==> src/rtl/can_bt_pkg.sv <==
package can_bt_pkg;
  localparam int BRP_W    = 10;
  localparam int TS1_W    = 4;
  localparam int TS2_W    = 3;
  localparam int SJW_W    = 2;
  localparam int BRP_LSB  = 0;
  localparam int TS1_LSB  = 16;
  localparam int TS2_LSB  = 20;
  localparam int SJW_LSB  = 24;
  localparam int MODE_LSB = 30;
  localparam int LEN1_W   = TS1_W + 1;
  localparam int LEN2_W   = TS2_W + 1;
  localparam int JMP_W    = SJW_W + 1;
  localparam int QCNT_W   = LEN1_W + 1;

  typedef enum logic [1:0] {
    SEG_SYNC = 2'd0,
    SEG_PH1  = 2'd1,
    SEG_PH2  = 2'd2
  } seg_e;

  typedef struct packed {
    logic [BRP_W-1:0]  brp;
    logic [LEN1_W-1:0] len1;
    logic [LEN2_W-1:0] len2;
    logic [JMP_W-1:0]  jump;
  } timing_t;

  function automatic timing_t decode_timing(input logic [31:0] word);
    timing_t t;
    t.brp  = word[BRP_LSB +: BRP_W];
    t.len1 = LEN1_W'(word[TS1_LSB +: TS1_W]) + LEN1_W'(1);
    t.len2 = LEN2_W'(word[TS2_LSB +: TS2_W]) + LEN2_W'(1);
    t.jump = JMP_W'(word[SJW_LSB +: SJW_W]) + JMP_W'(1);
    return t;
  endfunction

  function automatic logic [JMP_W-1:0] clamp_jump(input logic [QCNT_W-1:0] err,
                                                  input logic [JMP_W-1:0]  lim);
    if (err > QCNT_W'(lim)) return lim;
    return err[JMP_W-1:0];
  endfunction
endpackage

==> src/rtl/cbt_rx_sync.sv <==
module cbt_rx_sync (
  input  logic clk,
  input  logic rst_n,
  input  logic rx_in,
  output logic level,
  output logic fall
);
  logic meta_q, sync_q, prev_q;

  always_ff @(posedge clk or negedge rst_n) begin
    if (!rst_n) begin
      meta_q <= 1'b1;
      sync_q <= 1'b1;
      prev_q <= 1'b1;
    end else begin
      meta_q <= rx_in;
      sync_q <= meta_q;
      prev_q <= sync_q;
    end
  end

  assign level = sync_q;
  assign fall  = prev_q & ~sync_q;
endmodule

==> src/rtl/cbt_prescaler.sv <==
module cbt_prescaler #(
  parameter int CNT_W = 10
) (
  input  logic             clk,
  input  logic             rst_n,
  input  logic             restart,
  input  logic [CNT_W-1:0] brp,
  output logic             tick
);
  logic [CNT_W-1:0] cnt_q;
  logic             wrap;

  assign wrap = (cnt_q >= brp);
  assign tick = wrap & ~restart;

  always_ff @(posedge clk or negedge rst_n) begin
    if (!rst_n)       cnt_q <= '0;
    else if (restart) cnt_q <= '0;
    else if (wrap)    cnt_q <= '0;
    else              cnt_q <= cnt_q + 1'b1;
  end

  // below the limit the count advances by exactly one per cycle
  a_r1_count_step: assert property (@(posedge clk) disable iff (!rst_n)
    (!restart && cnt_q < brp) |=> (cnt_q == $past(cnt_q) + 1'b1));
endmodule

==> src/rtl/cbt_bit_fsm.sv <==
module cbt_bit_fsm
  import can_bt_pkg::*;
(
  input  logic    clk,
  input  logic    rst_n,
  input  logic    tick,
  input  logic    fall,
  input  logic    level,
  input  logic    hard_sync_en,
  input  timing_t cfg,
  output logic    hs_fire,
  output seg_e    state,
  output logic    sample_strobe,
  output logic    sample_bit,
  output logic    tx_point
);
  seg_e              state_q, state_d;
  logic [QCNT_W-1:0] qcnt_q, qcnt_d;
  logic [JMP_W-1:0]  ext_q, shr_q, ext_now, shr_now;
  logic              used_q;
  logic              resync_ok, rs_ph1, rs_ph2;
  logic [QCNT_W-1:0] err1, err2, lim1, lim2;
  logic              ph1_done, ph2_done;

  assign resync_ok = fall & ~used_q;
  assign hs_fire   = resync_ok & hard_sync_en;
  assign rs_ph1    = resync_ok & ~hard_sync_en & (state_q == SEG_PH1);
  assign rs_ph2    = resync_ok & ~hard_sync_en & (state_q == SEG_PH2);

  assign err1    = qcnt_q + 1'b1;
  assign err2    = QCNT_W'(cfg.len2) - qcnt_q;
  assign ext_now = rs_ph1 ? clamp_jump(err1, cfg.jump) : ext_q;
  assign shr_now = rs_ph2 ? clamp_jump(err2, cfg.jump) : shr_q;
  assign lim1    = QCNT_W'(cfg.len1) + QCNT_W'(ext_now);
  assign lim2    = QCNT_W'(cfg.len2) - QCNT_W'(shr_now);

  assign ph1_done = tick & (state_q == SEG_PH1) & (qcnt_q + 1'b1 >= lim1);
  assign ph2_done = tick & (state_q == SEG_PH2) & (qcnt_q + 1'b1 >= lim2);

  always_comb begin
    state_d = state_q;
    qcnt_d  = qcnt_q;
    if (hs_fire) begin
      state_d = SEG_SYNC;
      qcnt_d  = '0;
    end else if (tick) begin
      case (state_q)
        SEG_SYNC: begin
          state_d = SEG_PH1;
          qcnt_d  = '0;
        end
        SEG_PH1: begin
          if (ph1_done) begin
            state_d = SEG_PH2;
            qcnt_d  = '0;
          end else qcnt_d = qcnt_q + 1'b1;
        end
        SEG_PH2: begin
          if (ph2_done) begin
            state_d = SEG_SYNC;
            qcnt_d  = '0;
          end else qcnt_d = qcnt_q + 1'b1;
        end
        default: begin
          state_d = SEG_SYNC;
          qcnt_d  = '0;
        end
      endcase
    end
  end

  always_ff @(posedge clk or negedge rst_n) begin
    if (!rst_n) begin
      state_q       <= SEG_SYNC;
      qcnt_q        <= '0;
      ext_q         <= '0;
      shr_q         <= '0;
      used_q        <= 1'b0;
      sample_strobe <= 1'b0;
      sample_bit    <= 1'b1;
      tx_point      <= 1'b0;
    end else begin
      state_q       <= state_d;
      qcnt_q        <= qcnt_d;
      sample_strobe <= ph1_done;
      tx_point      <= hs_fire | ph2_done;
      if (ph1_done) sample_bit <= level;
      if (hs_fire || ph2_done) begin
        ext_q <= '0;
        shr_q <= '0;
      end else begin
        ext_q <= ext_now;
        shr_q <= shr_now;
      end
      if (hs_fire)              used_q <= 1'b1;
      else if (ph2_done)        used_q <= 1'b0;
      else if (rs_ph1 | rs_ph2) used_q <= 1'b1;
    end
  end

  assign state = state_q;

  // the transmit point only ever marks the first cycle of a sync phase
  a_r2_tx_in_sync: assert property (@(posedge clk) disable iff (!rst_n)
    tx_point |-> (state_q == SEG_SYNC && qcnt_q == '0));

  // the sample strobe is seen only once the second segment has begun
  a_r3_sample_in_ph2: assert property (@(posedge clk) disable iff (!rst_n)
    sample_strobe |-> (state_q == SEG_PH2));

  // no stored correction exceeds the jump width
  a_r4_jump_bound: assert property (@(posedge clk) disable iff (!rst_n)
    (ext_q <= cfg.jump) && (shr_q <= cfg.jump));

  // once the bit has used its correction, the corrections stay frozen until the bit ends
  a_r8_single_resync: assert property (@(posedge clk) disable iff (!rst_n)
    (used_q && !ph2_done) |=> ($stable(ext_q) && $stable(shr_q)));
endmodule

==> src/rtl/can_bit_timer.sv <==
module can_bit_timer
  import can_bt_pkg::*;
(
  input  logic        clk,
  input  logic        rst_n,
  input  logic        rx_in,
  input  logic        hard_sync_en,
  input  logic [31:0] timing_cfg,
  output logic        sample_strobe,
  output logic        sample_bit,
  output logic        tx_point,
  output logic [1:0]  seg_state,
  output logic [1:0]  mode_flags
);
  timing_t cfg;
  logic    rx_sync_lvl, rx_fall, tq_tick, hs_fire;
  seg_e    state;

  assign cfg        = decode_timing(timing_cfg);
  assign mode_flags = timing_cfg[MODE_LSB +: 2];
  assign seg_state  = state;

  cbt_rx_sync i_sync (
    .clk   (clk),
    .rst_n (rst_n),
    .rx_in (rx_in),
    .level (rx_sync_lvl),
    .fall  (rx_fall)
  );

  cbt_prescaler #(.CNT_W(BRP_W)) i_presc (
    .clk     (clk),
    .rst_n   (rst_n),
    .restart (hs_fire),
    .brp     (cfg.brp),
    .tick    (tq_tick)
  );

  cbt_bit_fsm i_fsm (
    .clk           (clk),
    .rst_n         (rst_n),
    .tick          (tq_tick),
    .fall          (rx_fall),
    .level         (rx_sync_lvl),
    .hard_sync_en  (hard_sync_en),
    .cfg           (cfg),
    .hs_fire       (hs_fire),
    .state         (state),
    .sample_strobe (sample_strobe),
    .sample_bit    (sample_bit),
    .tx_point      (tx_point)
  );

  // the captured bit equals the synchronized level at the sample instant
  a_r10_sample_value: assert property (@(posedge clk) disable iff (!rst_n)
    sample_strobe |-> (sample_bit == $past(rx_sync_lvl)));
endmodule

==> config.mk <==
export PLATFORM = sky130hd
export DESIGN_NAME = can_bit_timer
export DESIGN_NICKNAME = d
export VERILOG_FILES = /design/src/rtl/can_bt_pkg.sv /design/src/rtl/cbt_rx_sync.sv /design/src/rtl/cbt_prescaler.sv /design/src/rtl/cbt_bit_fsm.sv /design/src/rtl/can_bit_timer.sv
export SDC_FILE = /design/constraint.sdc
export NUM_CORES = 1
export LEC_CHECK = 0
export BUFFER_PORTS_ARGS = -buffer_cell sky130_fd_sc_hd__buf_2
export CAP_MARGIN = 20
export CORE_MARGIN = 2
export CORE_UTILIZATION = 28
export DETAILED_ROUTE_END_ITERATION = 10
export GPL_ROUTABILITY_DRIVEN = 0
export SKIP_CTS_REPAIR_TIMING = 1
export SYNTH_ARGS = -nofsm -noshare
export SYNTH_HDL_FRONTEND = slang
export SYNTH_SLANG_ARGS = --single-unit
==> constraint.sdc <==
create_clock -name clk -period 4.61 [get_ports clk]
set_clock_uncertainty 0.2 [all_clocks]
set_input_delay 0.6915 -clock clk [delete_from_list [all_inputs] [get_ports clk]]
set_output_delay 0.6915 -clock clk [all_outputs]
set_load 0.01 [all_outputs]
==> results.yml <==
hold_path:
  min_to: "i_sync.level$_DFF_PN1_"
  min_path_cells: 0
  timing.hold.worst.start: "i_sync.meta_q$_DFF_PN1_"
  min-delay-path-class: "flip-flop to flip-flop"
detailed_routing:
  number_of_violations_reported_at_the_end_of_detailed_routing_iteration_0: 90
  antenna_left: 0
  vias: 2209
  number_of_detailed_route_iterations_in_the_first_pass: 4
  drt_wl_total_um: 5890
  post_drt_via_cell_ratio: 4.62
  post_drt_wl_per_cell_um: 12.3
  detail_route.drc_violations: 0
floorplanning:
  die_h_um: 102
  i_o_pin_count: 43
  initial_utilization: 0.289
  fp.dieW_um: 102
  die-area_um2: 10400
  core_um2: 9280
  placementRows: 35
worst_setup_path:
  r2r.worst_path.cells: 22
  critical_path.startpoint_type: "input pin"
  reg2reg_setup_slack_ps: -310
  worstPathArrival_ps: 5010
  critical_path.endpoint_type: "flip-flop"
  crit_type: "input pin to flip-flop"
  startpoint_of_the_worst_register_to_register_path: "i_fsm.qcnt_q[0]$_DFFE_PN0P_"
  timing.rr.end: "i_fsm.qcnt_q[2]$_DFFE_PN0P_"
  crit_path_max_fo: 4
  worstPathRequired_ps: 4610
sta:
  min_period_over_period: 1.09
  max_freq_mhz: 200
  setup-tns-final_ps: -5450
  post-route-min-period_ps: 5010
  timing_max_transition_violations_final: 0
  slew-limit-headroom: 0.409
  final.setup.worst_slack_ps: -400
  tightestPinTransition_ps: 880
  rsz0062_at_grt: "yes"
  setup_viol: 17
  final_hold_viol_count: 0
  hold-worst-slack_ps: 159
global_routing:
  grt_overflow: 0
  grt_pass1_vias: 2230
  pin_count_of_the_biggest_net_entering_global_routing: 32
  grt_antenna_before_repair: 0
  all_layer_gr_usage: 0.122
  grt_pass1_wl_um: 10200
synthesis:
  synthesis.area_um2: 2690
  postSynth.topFlopCell: "sky130_fd_sc_hd__dfrtp_1"
  ys.warnings.count: 0
  post_synth_num_cell_types: 51
  synth_cells: 285
  yosysSeqAreaShare: 0.291
  synth-seq-cells: 31
  mappedNetlistNets: 369
  asyncSetResetFlopFracSynth: 1.00
  synth_area_per_cell_um2: 9.42
  synth_enable_flop_cells: 0
power_and_ir_drop:
  power.internal_uw: 897
  netSwitchingPower_uw: 594
  static-leakage-power_nw: 1.68
  combinationalPowerShare: 0.589
  power_frac_seq: 0.269
  worst_voltage_drop_across_the_vdd_grid_uv: 184
  pwr_density_cell_nw_per_um2: 421
  clockPowerShare: 0.142
  power.share.switching: 0.398
cells_and_area:
  postLayoutCoreUtil: 0.381
  area_growth_pct: 31.7
  num-nets-final: 432
  num-fill-cells: 943
  post_route_cells_drive_above_1_share: 0.367
  antenna_cells_inserted: 0
cts:
  cts-buffers-inserted: 5
  clock_latency_ps: 280
  tritoncts_num_sinks: 31
  root_buffer: "sky130_fd_sc_hd__clkbuf_8"
  clk_path_buf_depth: 2
  cts.htree.levels: 2
  clock_tree_from_tritoncts: "done"
  clkTransAtPathRegs_ps: 70
placed_design:
  detailed_place_hpwl_um: 4580
  number_of_buffers_added_on_ports: 27
status:
  run_status: "finished with violations"
  violations: "negative setup slack"
flow_run:
  max_cap_viol_count: 0
==> cell families (layout without fill, tap and decap cells) <==
group	count (synthesis)	in the layout	share of synthesized area
compound gates	51	51	0.135
buf+inv	36	100	0.0564
mux	9	9	0.0345
flops	31	31	0.291
simple gates	91	91	0.186
xor+xnor	19	19	0.0648
fa+ha+maj	48	48	0.232
==> final cells by class <==
cell class	count	area, um^2	area share
Clock buffer	6	72.6	0.0205
Clock inverter	2	12.5	0.00354
Inverter	30	113	0.0318
Multi-Input combinational cell	218	1990	0.562
Sequential cell	31	781	0.221
Tap cell	129	161	0.0456
Timing Repair Buffer	62	410	0.116
==> cell usage in the layout (no fill, tap or decap), types with 5 or more instances in the layout <==
cell type,count
sky130_fd_sc_hd__nand3_1,13
sky130_fd_sc_hd__clkbuf_8,5
sky130_fd_sc_hd__xnor2_1,7
sky130_fd_sc_hd__xor2_1,9
sky130_fd_sc_hd__inv_1,27
sky130_fd_sc_hd__dfrtp_1,27
sky130_fd_sc_hd__ha_1,37
sky130_fd_sc_hd__buf_2,25
sky130_fd_sc_hd__nor2_1,16
sky130_fd_sc_hd__buf_4,35
sky130_fd_sc_hd__a21oi_1,8
sky130_fd_sc_hd__a21oi_2,5
sky130_fd_sc_hd__nand2_1,24
sky130_fd_sc_hd__mux2i_1,5
sky130_fd_sc_hd__a21o_1,9
sky130_fd_sc_hd__ha_4,5
==> synth_stat cells (3+ instances only) <==
cell	count	area [um^2]
sky130_fd_sc_hd__nor3_1	3	15.0
sky130_fd_sc_hd__nor4_2	3	37.5
sky130_fd_sc_hd__o21ai_0	8	40.0
sky130_fd_sc_hd__inv_1	30	113
sky130_fd_sc_hd__nand2b_1	3	18.8
sky130_fd_sc_hd__nand3_1	13	65.1
sky130_fd_sc_hd__mux2i_1	7	70.1
sky130_fd_sc_hd__a21o_1	9	67.6
sky130_fd_sc_hd__nor3b_1	3	22.5
sky130_fd_sc_hd__xnor2_1	7	61.3
sky130_fd_sc_hd__dfstp_2	4	105
sky130_fd_sc_hd__ha_1	45	563
sky130_fd_sc_hd__nor2b_1	5	31.3
sky130_fd_sc_hd__dfrtp_1	27	676
sky130_fd_sc_hd__a211oi_2	3	37.5
sky130_fd_sc_hd__nor2_1	17	63.8
sky130_fd_sc_hd__xor2_1	11	96.3
sky130_fd_sc_hd__and2_1	4	25.0
sky130_fd_sc_hd__nand2_1	24	90.1
sky130_fd_sc_hd__fa_1	3	60.1
sky130_fd_sc_hd__or3_1	3	18.8
sky130_fd_sc_hd__and3_1	4	25.0
sky130_fd_sc_hd__a21oi_1	14	70.1
==> per-layer routing <==
| layer | track usage | vias up | share of wire |
|---|---|---|---|
| met4 | 0.0390 | 0 | 0.017 |
| met3 | 0.0239 | 11 | 0.025 |
| met2 | 0.199 | 22 | 0.47 |
| met1 | 0.163 | 1062 | 0.49 |
| met5 | 0 | - | 0 |
| li1 | - | 1114 | - |
==> metrics by stage <==
| stage | worst slack, ps | power (mW) | instance area, um^2 | instances |
|---|---|---|---|---|
| 2_1_floorplan | -209 | 0.916 | 2750 | 285 |
| 3_3_place_gp | -487 | 1.10 | 3230 | 465 |
| 3_5_place_dp | -554 | 1.13 | 3230 | 465 |
| 4_1_cts | -285 | 1.34 | 3320 | 473 |
| 5_1_grt | -648 | 1.63 | 3540 | 478 |
| 6_report | -400 | 1.49 | 3540 | 478 |
==> critical path: stages <==
cell and delay, ps:
sky130_fd_sc_hd__buf_6 100, sky130_fd_sc_hd__ha_4 240, sky130_fd_sc_hd__fa_2 580, sky130_fd_sc_hd__ha_4 220
sky130_fd_sc_hd__nor2b_4 120, sky130_fd_sc_hd__o21ai_2 120, sky130_fd_sc_hd__a32oi_2 80, sky130_fd_sc_hd__nor4_2 220
sky130_fd_sc_hd__buf_4 180, sky130_fd_sc_hd__mux2_2 350, sky130_fd_sc_hd__and2_1 190, sky130_fd_sc_hd__ha_4 280
sky130_fd_sc_hd__a21oi_2 50, sky130_fd_sc_hd__xnor2_1 200, sky130_fd_sc_hd__ha_1 290, sky130_fd_sc_hd__a21o_1 200
sky130_fd_sc_hd__a21oi_2 150, sky130_fd_sc_hd__o21ai_2 80, sky130_fd_sc_hd__buf_4 140, sky130_fd_sc_hd__a21oi_4 200
sky130_fd_sc_hd__o21ai_2 130, sky130_fd_sc_hd__a211oi_2 200
==> worst max-delay path by stage <==
stage | start | to | slack [ps]
2_1_floorplan | timing_cfg[21] | i_fsm.shr_q[1]$_DFF_PN0_ | -210
3_3_place_gp | timing_cfg[20] | i_fsm.shr_q[1]$_DFF_PN0_ | -490
5_1_grt | timing_cfg[21] | i_fsm.shr_q[1]$_DFF_PN0_ | -650
3_5_place_dp | timing_cfg[20] | i_fsm.ext_q[0]$_DFF_PN0_ | -550
4_1_cts | timing_cfg[20] | i_fsm.shr_q[1]$_DFF_PN0_ | -280
6_report | timing_cfg[21] | i_fsm.qcnt_q[2]$_DFFE_PN0P_ | -400
==> power by group through the flow <==
stage	registers (mW)	logic (mW)	clock network (mW)
floorplan	0.401	0.515	0
global placement	0.406	0.698	0
detailed placement	0.407	0.719	0
CTS	0.403	0.723	0.217
global route	0.412	0.989	0.229
finish	0.401	0.878	0.211
==> state kept, by name (all words and copies together), names as in the netlist <==
register	cells
i_fsm.tx_point	1
i_fsm.used_q	1
i_presc.cnt_q	10
i_fsm.sample_bit	1
i_sync.prev_q	1
i_fsm.qcnt_q	6
i_fsm.ext_q	3
i_sync.meta_q	1
i_sync.level	1
i_fsm.state	2
i_fsm.shr_q	3
i_fsm.sample_strobe	1
Note: power is estimated with default switching activity, not from simulation.
